File: src/rtl/sram_ctrl_pkg.sv
package sram_ctrl_pkg;

    typedef enum logic [2:0] {
        ST_IDLE   = 3'd0,
        ST_TURN   = 3'd1,
        ST_WSETUP = 3'd2,
        ST_WPULSE = 3'd3,
        ST_WHOLD  = 3'd4,
        ST_RACC   = 3'd5,
        ST_RSAMP  = 3'd6
    } seq_state_e;

    localparam int LANE_W = 8;

endpackage

File: src/rtl/sram_ctrl_lane.sv
module sram_ctrl_lane
    import sram_ctrl_pkg::*;
(
    input  logic              clk,
    input  logic              rst_n,
    input  logic              load,
    input  logic              sel_in,
    input  logic [LANE_W-1:0] wdata_in,
    input  logic              active,
    input  logic              capture,
    input  logic [LANE_W-1:0] dq_in,
    output logic              en_n,
    output logic [LANE_W-1:0] dq_out,
    output logic [LANE_W-1:0] rdata
);

    typedef struct packed {
        logic              sel;
        logic [LANE_W-1:0] wdat;
        logic [LANE_W-1:0] rdat;
    } lane_t;

    lane_t lane_d, lane_q;

    always_comb begin
        lane_d = lane_q;
        if (load) begin
            lane_d.sel  = sel_in;
            lane_d.wdat = wdata_in;
        end
        if (capture) begin
            lane_d.rdat = lane_q.sel ? dq_in : '0;
        end
    end

    always_ff @(posedge clk or negedge rst_n) begin
        if (!rst_n) begin
            lane_q <= '0;
        end else begin
            lane_q <= lane_d;
        end
    end

    assign en_n   = ~(lane_q.sel & active);
    assign dq_out = lane_q.wdat;
    assign rdata  = lane_q.rdat;

endmodule

File: src/rtl/sram_ctrl_seq.sv
module sram_ctrl_seq
    import sram_ctrl_pkg::*;
#(
    parameter int AW        = 16,
    parameter int SETUP_CYC = 1,
    parameter int PULSE_CYC = 1,
    parameter int HOLD_CYC  = 1,
    parameter int RD_CYC    = 2,
    parameter int TURN_CYC  = 1
) (
    input  logic          clk,
    input  logic          rst_n,
    input  logic          req_valid,
    input  logic          req_write,
    input  logic [AW-1:0] req_addr,
    input  logic          mask_zero,
    output logic          req_ready,
    output logic          accept,
    output logic          capture,
    output logic          done,
    output logic          active,
    output logic [AW-1:0] mem_addr,
    output logic          mem_ce_n,
    output logic          mem_we_n,
    output logic          mem_oe_n,
    output logic          mem_dq_oe
);

    localparam int MAX_A = (SETUP_CYC > PULSE_CYC) ? SETUP_CYC : PULSE_CYC;
    localparam int MAX_B = (HOLD_CYC > RD_CYC) ? HOLD_CYC : RD_CYC;
    localparam int MAX_C = (MAX_A > MAX_B) ? MAX_A : MAX_B;
    localparam int MAXC  = (MAX_C > TURN_CYC) ? MAX_C : TURN_CYC;
    localparam int CW    = $clog2(MAXC + 1);

    localparam logic [CW-1:0] LD_SETUP = CW'(SETUP_CYC - 1);
    localparam logic [CW-1:0] LD_PULSE = CW'(PULSE_CYC - 1);
    localparam logic [CW-1:0] LD_HOLD  = CW'(HOLD_CYC - 1);
    localparam logic [CW-1:0] LD_RD    = CW'(RD_CYC - 1);
    localparam logic [CW-1:0] LD_TURN  = CW'(TURN_CYC - 1);

    typedef struct packed {
        seq_state_e    state;
        logic [CW-1:0] cnt;
        logic [AW-1:0] addr;
        logic          wr;
        logic          last_wr;
        logic          last_vld;
        logic          ce_n;
        logic          we_n;
        logic          oe_n;
        logic          dq_oe;
        logic          done;
    } seq_t;

    seq_t seq_d, seq_q;

    function automatic seq_t seq_idle();
        seq_t s;
        s       = '0;
        s.state = ST_IDLE;
        s.ce_n  = 1'b1;
        s.we_n  = 1'b1;
        s.oe_n  = 1'b1;
        return s;
    endfunction

    function automatic seq_t launch(seq_t s, logic wr);
        seq_t r;
        r      = s;
        r.ce_n = 1'b0;
        r.we_n = 1'b1;
        if (wr) begin
            r.state = ST_WSETUP;
            r.cnt   = LD_SETUP;
            r.oe_n  = 1'b1;
            r.dq_oe = 1'b1;
        end else begin
            r.state = ST_RACC;
            r.cnt   = LD_RD;
            r.oe_n  = 1'b0;
            r.dq_oe = 1'b0;
        end
        return r;
    endfunction

    always_comb begin
        seq_d      = seq_q;
        seq_d.done = 1'b0;
        case (seq_q.state)
            ST_IDLE: begin
                if (req_valid) begin
                    if (mask_zero) begin
                        seq_d.done = 1'b1;
                    end else begin
                        seq_d.addr = req_addr;
                        seq_d.wr   = req_write;
                        if (seq_q.last_vld && (seq_q.last_wr != req_write)) begin
                            seq_d.state = ST_TURN;
                            seq_d.cnt   = LD_TURN;
                        end else begin
                            seq_d = launch(seq_d, req_write);
                        end
                    end
                end
            end
            ST_TURN: begin
                if (seq_q.cnt == '0) begin
                    seq_d = launch(seq_d, seq_q.wr);
                end else begin
                    seq_d.cnt = seq_q.cnt - 1'b1;
                end
            end
            ST_WSETUP: begin
                if (seq_q.cnt == '0) begin
                    seq_d.state = ST_WPULSE;
                    seq_d.cnt   = LD_PULSE;
                    seq_d.we_n  = 1'b0;
                end else begin
                    seq_d.cnt = seq_q.cnt - 1'b1;
                end
            end
            ST_WPULSE: begin
                if (seq_q.cnt == '0) begin
                    seq_d.state = ST_WHOLD;
                    seq_d.cnt   = LD_HOLD;
                    seq_d.we_n  = 1'b1;
                end else begin
                    seq_d.cnt = seq_q.cnt - 1'b1;
                end
            end
            ST_WHOLD: begin
                if (seq_q.cnt == '0) begin
                    seq_d.state    = ST_IDLE;
                    seq_d.ce_n     = 1'b1;
                    seq_d.dq_oe    = 1'b0;
                    seq_d.done     = 1'b1;
                    seq_d.last_wr  = 1'b1;
                    seq_d.last_vld = 1'b1;
                end else begin
                    seq_d.cnt = seq_q.cnt - 1'b1;
                end
            end
            ST_RACC: begin
                if (seq_q.cnt == '0) begin
                    seq_d.state = ST_RSAMP;
                end else begin
                    seq_d.cnt = seq_q.cnt - 1'b1;
                end
            end
            ST_RSAMP: begin
                seq_d.state    = ST_IDLE;
                seq_d.ce_n     = 1'b1;
                seq_d.oe_n     = 1'b1;
                seq_d.done     = 1'b1;
                seq_d.last_wr  = 1'b0;
                seq_d.last_vld = 1'b1;
            end
            default: begin
                seq_d = seq_idle();
            end
        endcase
    end

    always_ff @(posedge clk or negedge rst_n) begin
        if (!rst_n) begin
            seq_q <= seq_idle();
        end else begin
            seq_q <= seq_d;
        end
    end

    assign req_ready = (seq_q.state == ST_IDLE);
    assign accept    = req_valid & req_ready & ~mask_zero;
    assign capture   = (seq_q.state == ST_RSAMP);
    assign done      = seq_q.done;
    assign active    = ~seq_q.ce_n;
    assign mem_addr  = seq_q.addr;
    assign mem_ce_n  = seq_q.ce_n;
    assign mem_we_n  = seq_q.we_n;
    assign mem_oe_n  = seq_q.oe_n;
    assign mem_dq_oe = seq_q.dq_oe;

endmodule

File: src/rtl/sram_ctrl.sv
module sram_ctrl
    import sram_ctrl_pkg::*;
#(
    parameter int AW        = 16,
    parameter int DW        = 16,
    parameter int SETUP_CYC = 1,
    parameter int PULSE_CYC = 1,
    parameter int HOLD_CYC  = 1,
    parameter int RD_CYC    = 2,
    parameter int TURN_CYC  = 1,
    localparam int LANES    = DW / LANE_W
) (
    input  logic             clk,
    input  logic             rst_n,
    input  logic             req_valid,
    input  logic             req_write,
    input  logic [AW-1:0]    req_addr,
    input  logic [DW-1:0]    req_wdata,
    input  logic [LANES-1:0] req_mask,
    output logic             req_ready,
    output logic             rsp_done,
    output logic [DW-1:0]    rsp_rdata,
    output logic [AW-1:0]    mem_addr,
    output logic             mem_ce_n,
    output logic             mem_we_n,
    output logic             mem_oe_n,
    output logic [LANES-1:0] mem_be_n,
    output logic [DW-1:0]    mem_dq_out,
    output logic             mem_dq_oe,
    input  logic [DW-1:0]    mem_dq_in
);

    logic accept;
    logic capture;
    logic active;
    logic mask_zero;

    assign mask_zero = ~|req_mask;

    sram_ctrl_seq #(
        .AW        (AW),
        .SETUP_CYC (SETUP_CYC),
        .PULSE_CYC (PULSE_CYC),
        .HOLD_CYC  (HOLD_CYC),
        .RD_CYC    (RD_CYC),
        .TURN_CYC  (TURN_CYC)
    ) u_seq (
        .clk       (clk),
        .rst_n     (rst_n),
        .req_valid (req_valid),
        .req_write (req_write),
        .req_addr  (req_addr),
        .mask_zero (mask_zero),
        .req_ready (req_ready),
        .accept    (accept),
        .capture   (capture),
        .done      (rsp_done),
        .active    (active),
        .mem_addr  (mem_addr),
        .mem_ce_n  (mem_ce_n),
        .mem_we_n  (mem_we_n),
        .mem_oe_n  (mem_oe_n),
        .mem_dq_oe (mem_dq_oe)
    );

    for (genvar g = 0; g < LANES; g++) begin : g_lane
        sram_ctrl_lane u_lane (
            .clk      (clk),
            .rst_n    (rst_n),
            .load     (accept),
            .sel_in   (req_mask[g]),
            .wdata_in (req_wdata[g*LANE_W +: LANE_W]),
            .active   (active),
            .capture  (capture),
            .dq_in    (mem_dq_in[g*LANE_W +: LANE_W]),
            .en_n     (mem_be_n[g]),
            .dq_out   (mem_dq_out[g*LANE_W +: LANE_W]),
            .rdata    (rsp_rdata[g*LANE_W +: LANE_W])
        );
    end

endmodule

File: config.mk
export PLATFORM = sky130hd
export DESIGN_NAME = sram_ctrl
export DESIGN_NICKNAME = d
export VERILOG_FILES = /design/src/rtl/sram_ctrl_pkg.sv /design/src/rtl/sram_ctrl_lane.sv /design/src/rtl/sram_ctrl_seq.sv /design/src/rtl/sram_ctrl.sv
export SDC_FILE = /design/constraint.sdc
export NUM_CORES = 1
export LEC_CHECK = 0
export ABC_CLOCK_PERIOD_IN_PS = 4830
export BUFFER_PORTS_ARGS = -buffer_cell sky130_fd_sc_hd__buf_4
export CAP_MARGIN = 10
export CORE_MARGIN = 4
export CORE_UTILIZATION = 45
export CTS_CLUSTER_DIAMETER = 80
export DETAILED_ROUTE_END_ITERATION = 8
export PLACE_DENSITY = 0.8
export SLEW_MARGIN = 20
export SYNTH_ARGS = -nofsm -noshare
export SYNTH_HDL_FRONTEND = slang
export SYNTH_SLANG_ARGS = --single-unit
File: constraint.sdc
create_clock -name clk -period 4.83 [get_ports clk]
set_clock_uncertainty 0.05 [all_clocks]
set_input_delay 0.2415 -clock clk [delete_from_list [all_inputs] [get_ports clk]]
set_output_delay 0.2415 -clock clk [all_outputs]
set_load 0.02 [all_outputs]
==> results of run 1 <==
==> cell type report <==
| class | count | area, um^2 | share of cell area [%] |
|---|---|---|---|
| sequential | 63 | 1580 | 38.9 |
| multi-input combinational | 186 | 1210 | 29.8 |
| timing repair buffer | 112 | 843 | 20.8 |
| clock buffer | 9 | 124 | 3.05 |
| tap | 99 | 124 | 3.05 |
| inverter | 28 | 105 | 2.59 |
| clock inverter | 7 | 72.6 | 1.79 |
==> sequential cells by signal (all words and copies together), names as in the netlist <==
signal / flops
g_lane.u_lane.dq_out: 16
g_lane.u_lane.lane_q: 2
g_lane.u_lane.rdata: 16
u_seq.done: 1
u_seq.mem_addr: 16
u_seq.mem_ce_n: 1
u_seq.mem_dq_oe: 1
u_seq.mem_oe_n: 1
u_seq.mem_we_n: 1
u_seq.seq_q: 8
==> cells by family after synthesis <==
kind of cell    share of synthesized area [%]
xor+xnor                                0.261
compound gates                           8.87
buf+inv                                  16.9
flops                                    47.1
fa+ha+maj                                2.61
mux                                      12.6
simple gates                             11.7
==> per-layer routing <==
metal  up-vias  GRT usage (%)
met5         -              0
met4         0           5.05
met3         7           4.14
met2       104           25.5
met1      1156           20.1
li1       1189              -
==> synthesized netlist by cell type, types with 2 or more instances <==
library cell	number
mux2_1	10
and2_1	2
clkbuf_1	8
a21oi_1	4
dfstp_2	3
dfrtp_1	60
o21ai_0	24
ha_1	7
o211ai_1	5
buf_2	3
a221o_1	2
nor2_1	7
nand2_1	69
mux2_2	8
nand3_1	2
a22o_1	2
mux2i_1	22
buf_4	52
inv_1	28
o22ai_1	2
nand2b_1	2
nor2b_1	4
==> worst max-delay path, delay by kind of cell, from the launching register on <==
kind	cells	cell delay, ns
buf+inv	1	0.24
fa+ha+maj	1	0.38
compound gates	1	0.78
flops	1	0.68
mux	1	0.28
==> path summary, 6_finish.rpt <==
| path | to | startpoint | depth (start not counted) | slack, ns |
|---|---|---|---|---|
| worst min register to register | g_lane[1].u_lane.rdata[0] | g_lane[1].u_lane.rdata[0] | 2 | 0.43 |
| worst max-delay path | u_seq.mem_addr[7] | u_seq.seq_q[27] | 4 | 2.33 |
| max in group asynchronous | u_seq.seq_q[7] | rst_n | 2 | 3.75 |
| worst max register to register | u_seq.mem_addr[7] | u_seq.seq_q[27] | 4 | 2.33 |
| min in group asynchronous | g_lane[0].u_lane.rdata[5] | rst_n | 2 | 0.47 |
| worst min-delay path | g_lane[1].u_lane.dq_out[1] | req_wdata[9] | 2 | 0.06 |
==> through the flow <==
| step | power (uW) | utilization, % |
|---|---|---|
| 6_report | 2910 | 55.9 |
| 5_1_grt | 3120 | 55.9 |
| 4_1_cts | 2940 | 55.9 |
| 3_5_place_dp | 2480 | 53.1 |
| 3_3_place_gp | 2450 | 53.1 |
| 2_1_floorplan | 2220 | - |
==> power by group through the flow <==
stage	clock network [uW]	registers (uW)	logic, uW
floorplan	0	935	1290
global placement	0	996	1450
detailed placement	0	1010	1480
CTS	462	997	1480
global route	488	1030	1590
finish	451	995	1460
==> results.toml, run 1 <==
[sta]
worst_pin_slew_ns = 0.990
holdWs_ns = 0.0636
slew_viol_final = 0
grt_setup_unrepaired = "no"
fin_ws_ns = 2.33
min_period_ns = 2.50
setup-violations-final = 0
hold_viol = 0
tns_ns = 0
clock.fmax_mhz = 400
slew_headroom_pct = 34.0
period_share_pct = 51.8

[synth]
ys.flop_type = "dfrtp_1"
syn_inst = 342
yosysTopAreaCell = "dfrtp_1"
netlist_area_um2 = 3360
avgSynthCellArea_um2 = 9.81
ys_seq_area_share_pct = 47.1
synth_top_area_share_pct = 44.7
yosys_warnings = 0
syn_nets = 403
synthArstFlopShare_pct = 100
yosysUniqueCellTypes = 38
synth-edff-count = 0
synth.area.top_cells = "dfrtp_1 (45%), buf_4 (12%), nand2_1 (7.7%)"
synth.ff_latch_count = 63

[die]
start_util_pct = 46.3
num_rows = 31
core-area_um2 = 7250
dieArea_um2 = 8900
die_w_um = 94.4
die_h_um = 94.4
num_io_pins = 110

[grt]
grt_max_degree = 64
grt_pass1_vias = 2323
antenna_found_initial = 0
grt_pass1_wl_um = 10900
track_usage_pct = 15.6
grt-ovfl-total = 0

[route]
ant_nets = 0
drt_iter0_markers = 99
drc = 0
avgRoutedWirePerCell_um = 13.5
vias = 2456
wl_met3_um = 660
wl_met1_um = 2830
wirelength_um = 6810
first_pass_iters = 4
wl_met2_um = 3260
routed.top_layer = "met4"
viasPerCell = 4.87

[hold_path]
worst_hold_path_type = "in2reg"

[finish]
drive_above_1_share_pct = 34.6
syn_to_final_growth_pct = 20.9
fin_nets = 461
fin_area_um2 = 4060
final_common_cell = "buf_4"
final_cell_mix = "buf_4 (111), nand2_1 (69), dfrtp_1 (60), inv_1 (28), o21ai_0 (24)"
n_fill_cell = 632
n_antenna_cell = 0
layoutNonFillerInstCount = 504

[clock_network]
post-cts-setup-buffer-count = 0
path_clk_slew_ns = 0.08
cts_resized = 0
cts_made_buffers = 9
cts_max_level = 3
clockBufferDepth = 2
cts_hold_buf = 1
clkLatencyLatePin_ns = 0.33
cts_tree = "done"
clock_sinks = 63
cts_root_buf = "clkbuf_8"

[pwr]
pwr-share-clk_pct = 15.5
power.density_nw_per_um2 = 717
power_switching_uw = 1210
swShare_pct = 41.7
cellLeakagePower_uw = 0.00205
p_comb_share_pct = 50.3
p_seq_share_pct = 34.2
p_int_uw = 1700
worst_ir_drop_vdd_mv = 0.258

[worst_setup_path]
worstPathArrival_ns = 2.70
slowest_delay_ns = 0.78
worstSetupStartpointType = "flip-flop"
worstPathCellList = "inv_1 > ha_1 > a221o_1 > mux2i_1"
crit_slowest_cell = "a221o_1"
worstPathMaxFanout = 17
required_ns = 5.03
path_class = "reg2reg"
crit_path_end_kind = "flip-flop"

[placed_design]
post-place-cells = 487
gp_congestion = 0.882
place.port_buffers = 109
pre_cts_ws_ns = 2.33
hpwlAfterDp_um = 4970
dpl_cell_area_um2 = 3850

[run_status]
outcome = "completed"

[run]
cap_violations = 0
No activity file was read; power rests on OpenSTA's default activity.
==> inputs of run 2 (changes only) <==
ABC_CLOCK_PERIOD_IN_PS = 2040   (was 4830)
PLACE_DENSITY = 0.83   (was 0.8)
clock period = 2.04 ns   (was 4.83 ns; I/O delays follow)
==> run 2 against run 1 <==
Combinational power rose to 2.6 times the previous value. Sequential cell count did not move. Global-route usage increased by 3.4 points. Final area rose by 13%. Count of clock-buffer cells in the layout stayed put. Sequential power increased by 140%. Worst setup slack lost 2.2 ns. Critical path depth rose by 1. Maximum frequency rose by 33%. First-iteration DRC count up 28%. Sequential share of layout area is 4.6 points lower. Register-to-register slack worse by 2.2 ns. Critical path type unchanged. Highest routed layer unchanged.
==> results.toml, run 2 (same netlist as run 1, synthesis figures left out) <==
[route]
wirelength_um = 8290
ant_nets = 0
vias = 2719
first_pass_iters = 5
drc = 0
viasPerCell = 4.89
avgRoutedWirePerCell_um = 14.9
drt_iter0_markers = 127

[sta]
tns_ns = 0
fin_ws_ns = 0.161
clock.fmax_mhz = 532
slew_viol_final = 0
slew_headroom_pct = 46.2
hold_viol = 0
grt_setup_unrepaired = "no"
worst_pin_slew_ns = 0.807
setup-violations-final = 0
min_period_ns = 1.88
period_share_pct = 92.1

[finish]
multi_input_comb_area_um2 = 1210
final_cell_mix = "buf_4 (117), nand2_1 (69), dfrtp_1 (59), dlygate4sd3_1 (47), inv_1 (28)"
seq_area_um2 = 1580
n_antenna_cell = 0
syn_to_final_growth_pct = 37.0
final_common_cell = "buf_4"
n_fill_cell = 538
fin_nets = 514
drive_above_1_share_pct = 32.2

[worst_setup_path]
slowest_delay_ns = 0.50
worstPathArrival_ns = 2.05
path_class = "reg2reg"
worstPathMaxFanout = 8
crit_slowest_cell = "dfrtp_1"
crit_start = "u_seq.seq_q[28]"
worstSetupStartpointType = "flip-flop"
crit_path_end_kind = "flip-flop"
rr_startpoint = "u_seq.seq_q[28]"
path_delay_family = "flip-flops"
critPathBufInv = 1
required_ns = 2.21
worstPathCellList = "inv_1 > ha_1 > a31oi_1 > nor2b_1 > mux2_2"

[placed_design]
pre_cts_ws_ns = 0.159
gp_congestion = 0.927
hpwlAfterDp_um = 5350
place.port_buffers = 109

[die]
num_io_pins = 110
core-area_um2 = 7250
die_h_um = 94.4
num_rows = 31
dieArea_um2 = 8900
start_util_pct = 46.3
die_w_um = 94.4

[clock_network]
clock_sinks = 63
cts_made_buffers = 9
cts_root_buf = "clkbuf_8"
cts_tree = "done"
post-cts-setup-buffer-count = 0
path_clk_slew_ns = 0.07
clkLatencyLatePin_ns = 0.33
clockBufferDepth = 2
cts_max_level = 3

[grt]
grt_pass1_wl_um = 13300
track_usage_pct = 19.0
grt-ovfl-total = 0
grt_max_degree = 64
grt_pass1_vias = 2826
antenna_found_initial = 0

[pwr]
cellLeakagePower_uw = 0.00229
worst_ir_drop_vdd_mv = 0.586
power_uw = 7250
power.density_nw_per_um2 = 1580

[run]
cap_violations = 0

[hold_path]
worst_hold_path_type = "in2reg"
min_from = "mem_dq_in[14]"

[run_status]
outcome = "completed"
-- run 2: changes by cell type in the layout (fill, tap and decap cells not counted), sizes merged --
cell	change
buf	+7
bufinv	+1
dlygate4sd3	+46
clkinvlp	-1
inv	-1
-- run 2: final cells by class --
cell class | instances | share of cell area (%)
multi-input cells | 186 | 26.3
repair buffers | 165 | 29.8
flip-flops and latches | 63 | 34.4
clock buffers | 9 | 2.69
clock inverters | 6 | 1.88
well taps | 99 | 2.69
inverters | 28 | 2.29
-- run 2: worst paths after layout --
check | to | cells after the start | slack, ns
max | u_seq.seq_q[6] | 5 | 0.16
max in group asynchronous | u_seq.seq_q[27] | 2 | 0.97
min reg2reg | u_seq.mem_we_n | 2 | 0.43
max reg2reg | u_seq.seq_q[6] | 5 | 0.16
min in group asynchronous | g_lane[0].u_lane.rdata[5] | 2 | 0.37
min | g_lane[1].u_lane.rdata[6] | 3 | 0.02
-- run 2: per-layer routing --
metal | track usage [%] | share of wire, % | vias up
met5 | 0 | 0 | -
met4 | 4.33 | 0.83 | 0
met3 | 5.26 | 8.4 | 8
met2 | 35.0 | 51 | 108
met1 | 21.8 | 40 | 1311
li1 | - | - | 1292
-- run 2: tightest hold or removal path: stages --
cell,delay (ns)
buf_4,0.11
nand2_1,0.06
o21ai_0,0.08
-- run 2: power by group --
part / leakage [uW] / switching (uW) / total [uW] / internal, uW
registers: 0.000788 / 482 / 2370 / 1890
logic: 0.00140 / 2020 / 3740 / 1720
clock network: 0.000105 / 461 / 1140 / 678
total: 0.00229 / 2960 / 7250 / 4280
-- run 2: repair_timing --
item | 4_1_cts | 5_1_grt
hold buffers | 46 | 1
resized for setup | 0 | 1
hold endpoints to repair | 105 | 1
setup endpoints to repair | 0 | 1
-- run 2: per-stage QoR --
| stage | std cells | area [um^2] | utilization [%] | hold slack, ns |
|---|---|---|---|---|
| after floorplan | 342 | 3360 | - | -0.244 |
| after global placement | 494 | 3920 | 54.0 | 0.172 |
| after detailed placement | 494 | 3920 | 54.0 | 0.192 |
| after CTS | 555 | 4590 | 63.2 | 0.000187 |
| after global routing | 556 | 4600 | 63.4 | 0.000612 |
| final | 556 | 4600 | 63.4 | 0.0247 |
==> inputs of run 3 (changes only) <==
CORE_UTILIZATION = 46   (was 45)
PLACE_DENSITY = 0.85   (was 0.83)
==> run 3 against run 2 <==
Sequential cell count stayed put. Worst hold slack got worse by 0.021 ns. Register-to-register slack got worse by 0.07 ns. Count of clock-buffer cells in the layout did not move. First-iteration DRC count unchanged. Critical path depth stayed put. Clock power decreased by 18%. Final cell count unchanged. Final area decreased by 0.52%. Critical endpoint is now u_seq.mem_addr[10].
==> results.toml, run 3 (same netlist as run 1, synthesis figures left out) <==
[worst_setup_path]
worstPathArrival_ns = 2.15
slowest_delay_ns = 0.60
r2r-end = "u_seq.mem_addr[10]"
crit_slowest_cell = "dfrtp_1"
path_delay_family = "flip-flops"
worstPathCellList = "inv_1 > ha_1 > a221o_1 > buf_12 > mux2i_1"
critPathBufInv = 2
rr_startpoint = "u_seq.seq_q[27]"
required_ns = 2.24
worstSetupStartpointType = "flip-flop"
crit_path_end_kind = "flip-flop"
r2r.worst_path.cells = 5
rrSetupSlack_ns = 0.09
worstPathMaxFanout = 17
path_class = "reg2reg"

[sta]
clock.fmax_mhz = 514
hold_viol = 0
min_period_ns = 1.95
slew_headroom_pct = 48.4
tns_ns = 0
period_share_pct = 95.4
worst_pin_slew_ns = 0.774
slew_viol_final = 0
grt_setup_unrepaired = "no"
setup-violations-final = 0

[placed_design]
place.port_buffers = 109
hpwlAfterDp_um = 5250
gp_congestion = 0.895
post-place-cells = 491

[finish]
drive_above_1_share_pct = 32.0
fin_nets = 516
n_antenna_cell = 0
layoutNonFillerInstCount = 556
n_fill_cell = 514
final_common_cell = "buf_4"
final_cell_mix = "buf_4 (117), nand2_1 (69), dfrtp_1 (60), dlygate4sd3_1 (49), inv_1 (28)"
seq_area_um2 = 1580
syn_to_final_growth_pct = 36.3
multi_input_comb_area_um2 = 1210

[run_status]
outcome = "completed"

[route]
vias = 2705
avgRoutedWirePerCell_um = 14.7
drt_iter0_markers = 127
viasPerCell = 4.87
first_pass_iters = 5
ant_nets = 0
drc = 0
wirelength_um = 8150

[grt]
track_usage_pct = 19.1
antenna_found_initial = 0
grt_max_degree = 64
grt-ovfl-total = 0
grt_pass1_wl_um = 13200
grt_pass1_vias = 2774

[hold_path]
worst_hold_path_type = "in2reg"
whs_endpoint = "g_lane[0].u_lane.rdata[0]"
min_delay_path_depth = 3
min_from = "mem_dq_in[0]"

[clock_network]
clockBufferDepth = 2
cts_resized = 0
cts_max_level = 3
clock_sinks = 63
cts_root_buf = "clkbuf_8"
post-cts-setup-buffer-count = 0
cts_tree = "done"
cts_hold_buf = 49
path_clk_slew_ns = 0.07
clkLatencyLatePin_ns = 0.33
cts_made_buffers = 9

[die]
die_w_um = 93.4
die_h_um = 93.4
start_util_pct = 48.3
core-area_um2 = 6940
num_io_pins = 110
num_rows = 30
dieArea_um2 = 8730

[pwr]
cellLeakagePower_uw = 0.00228
worst_ir_drop_vdd_mv = 0.643
power.density_nw_per_um2 = 1540

[run]
cap_violations = 0
==> run 3: final cells by class <==
type	instances	area share, %
inverters	28	2.30
repair buffers	167	30.4
flip-flops and latches	63	34.5
clock buffers	9	2.71
multi-input cells	186	26.4
clock inverters	7	1.04
well taps	96	2.63
==> run 3: how the worst max path moves through the flow <==
stage,slack [ns],depth (start not counted),to,start
2_1_floorplan,0.13,5,u_seq.seq_q[24],u_seq.seq_q[27]
3_3_place_gp,0.20,5,u_seq.seq_q[6],u_seq.seq_q[28]
3_5_place_dp,0.12,5,u_seq.mem_addr[15],u_seq.seq_q[27]
4_1_cts,0.1,5,u_seq.mem_addr[15],u_seq.seq_q[27]
5_1_grt,0.004,6,u_seq.seq_q[24],u_seq.seq_q[27]
6_report,0.09,5,u_seq.mem_addr[10],u_seq.seq_q[27]
==> run 3: report_power, final <==
part / switching, uW / internal (uW) / total (uW)
clock network: 493 / 439 / 932
logic: 2030 / 1730 / 3760
registers: 483 / 1880 / 2370
==> run 3: through the flow <==
step / area [um^2] / worst slack [ns] / hold slack (ns) / util, % / power (uW)
floorplan: 3360 / 0.127 / -0.244 / - / 5260
CTS: 4570 / 0.0973 / 0.000605 / 65.9 / 7060
finish: 4570 / 0.0934 / 0.00422 / 65.9 / 7060
global route: 4570 / 0.00441 / 0.0103 / 65.9 / 7540
global placement: 3910 / 0.202 / 0.171 / 56.3 / 5910
detailed placement: 3910 / 0.123 / 0.185 / 56.3 / 6030
==> run 3: worst reg2reg max path, delay by kind of cell (launching register included) <==
family          cells  cell delay [ns]
mux                 1             0.18
fa+ha+maj           1             0.35
buf+inv             2             0.38
flops               1             0.60
compound gates      1             0.31
==> run 3: layer usage <==
layer	up-vias	GRT usage, %	wire length, um
met2	114	33.9	4180
met3	11	3.62	562
li1	1292	-	-
met4	0	6.23	89
met5	-	0	0
met1	1288	23.1	3330
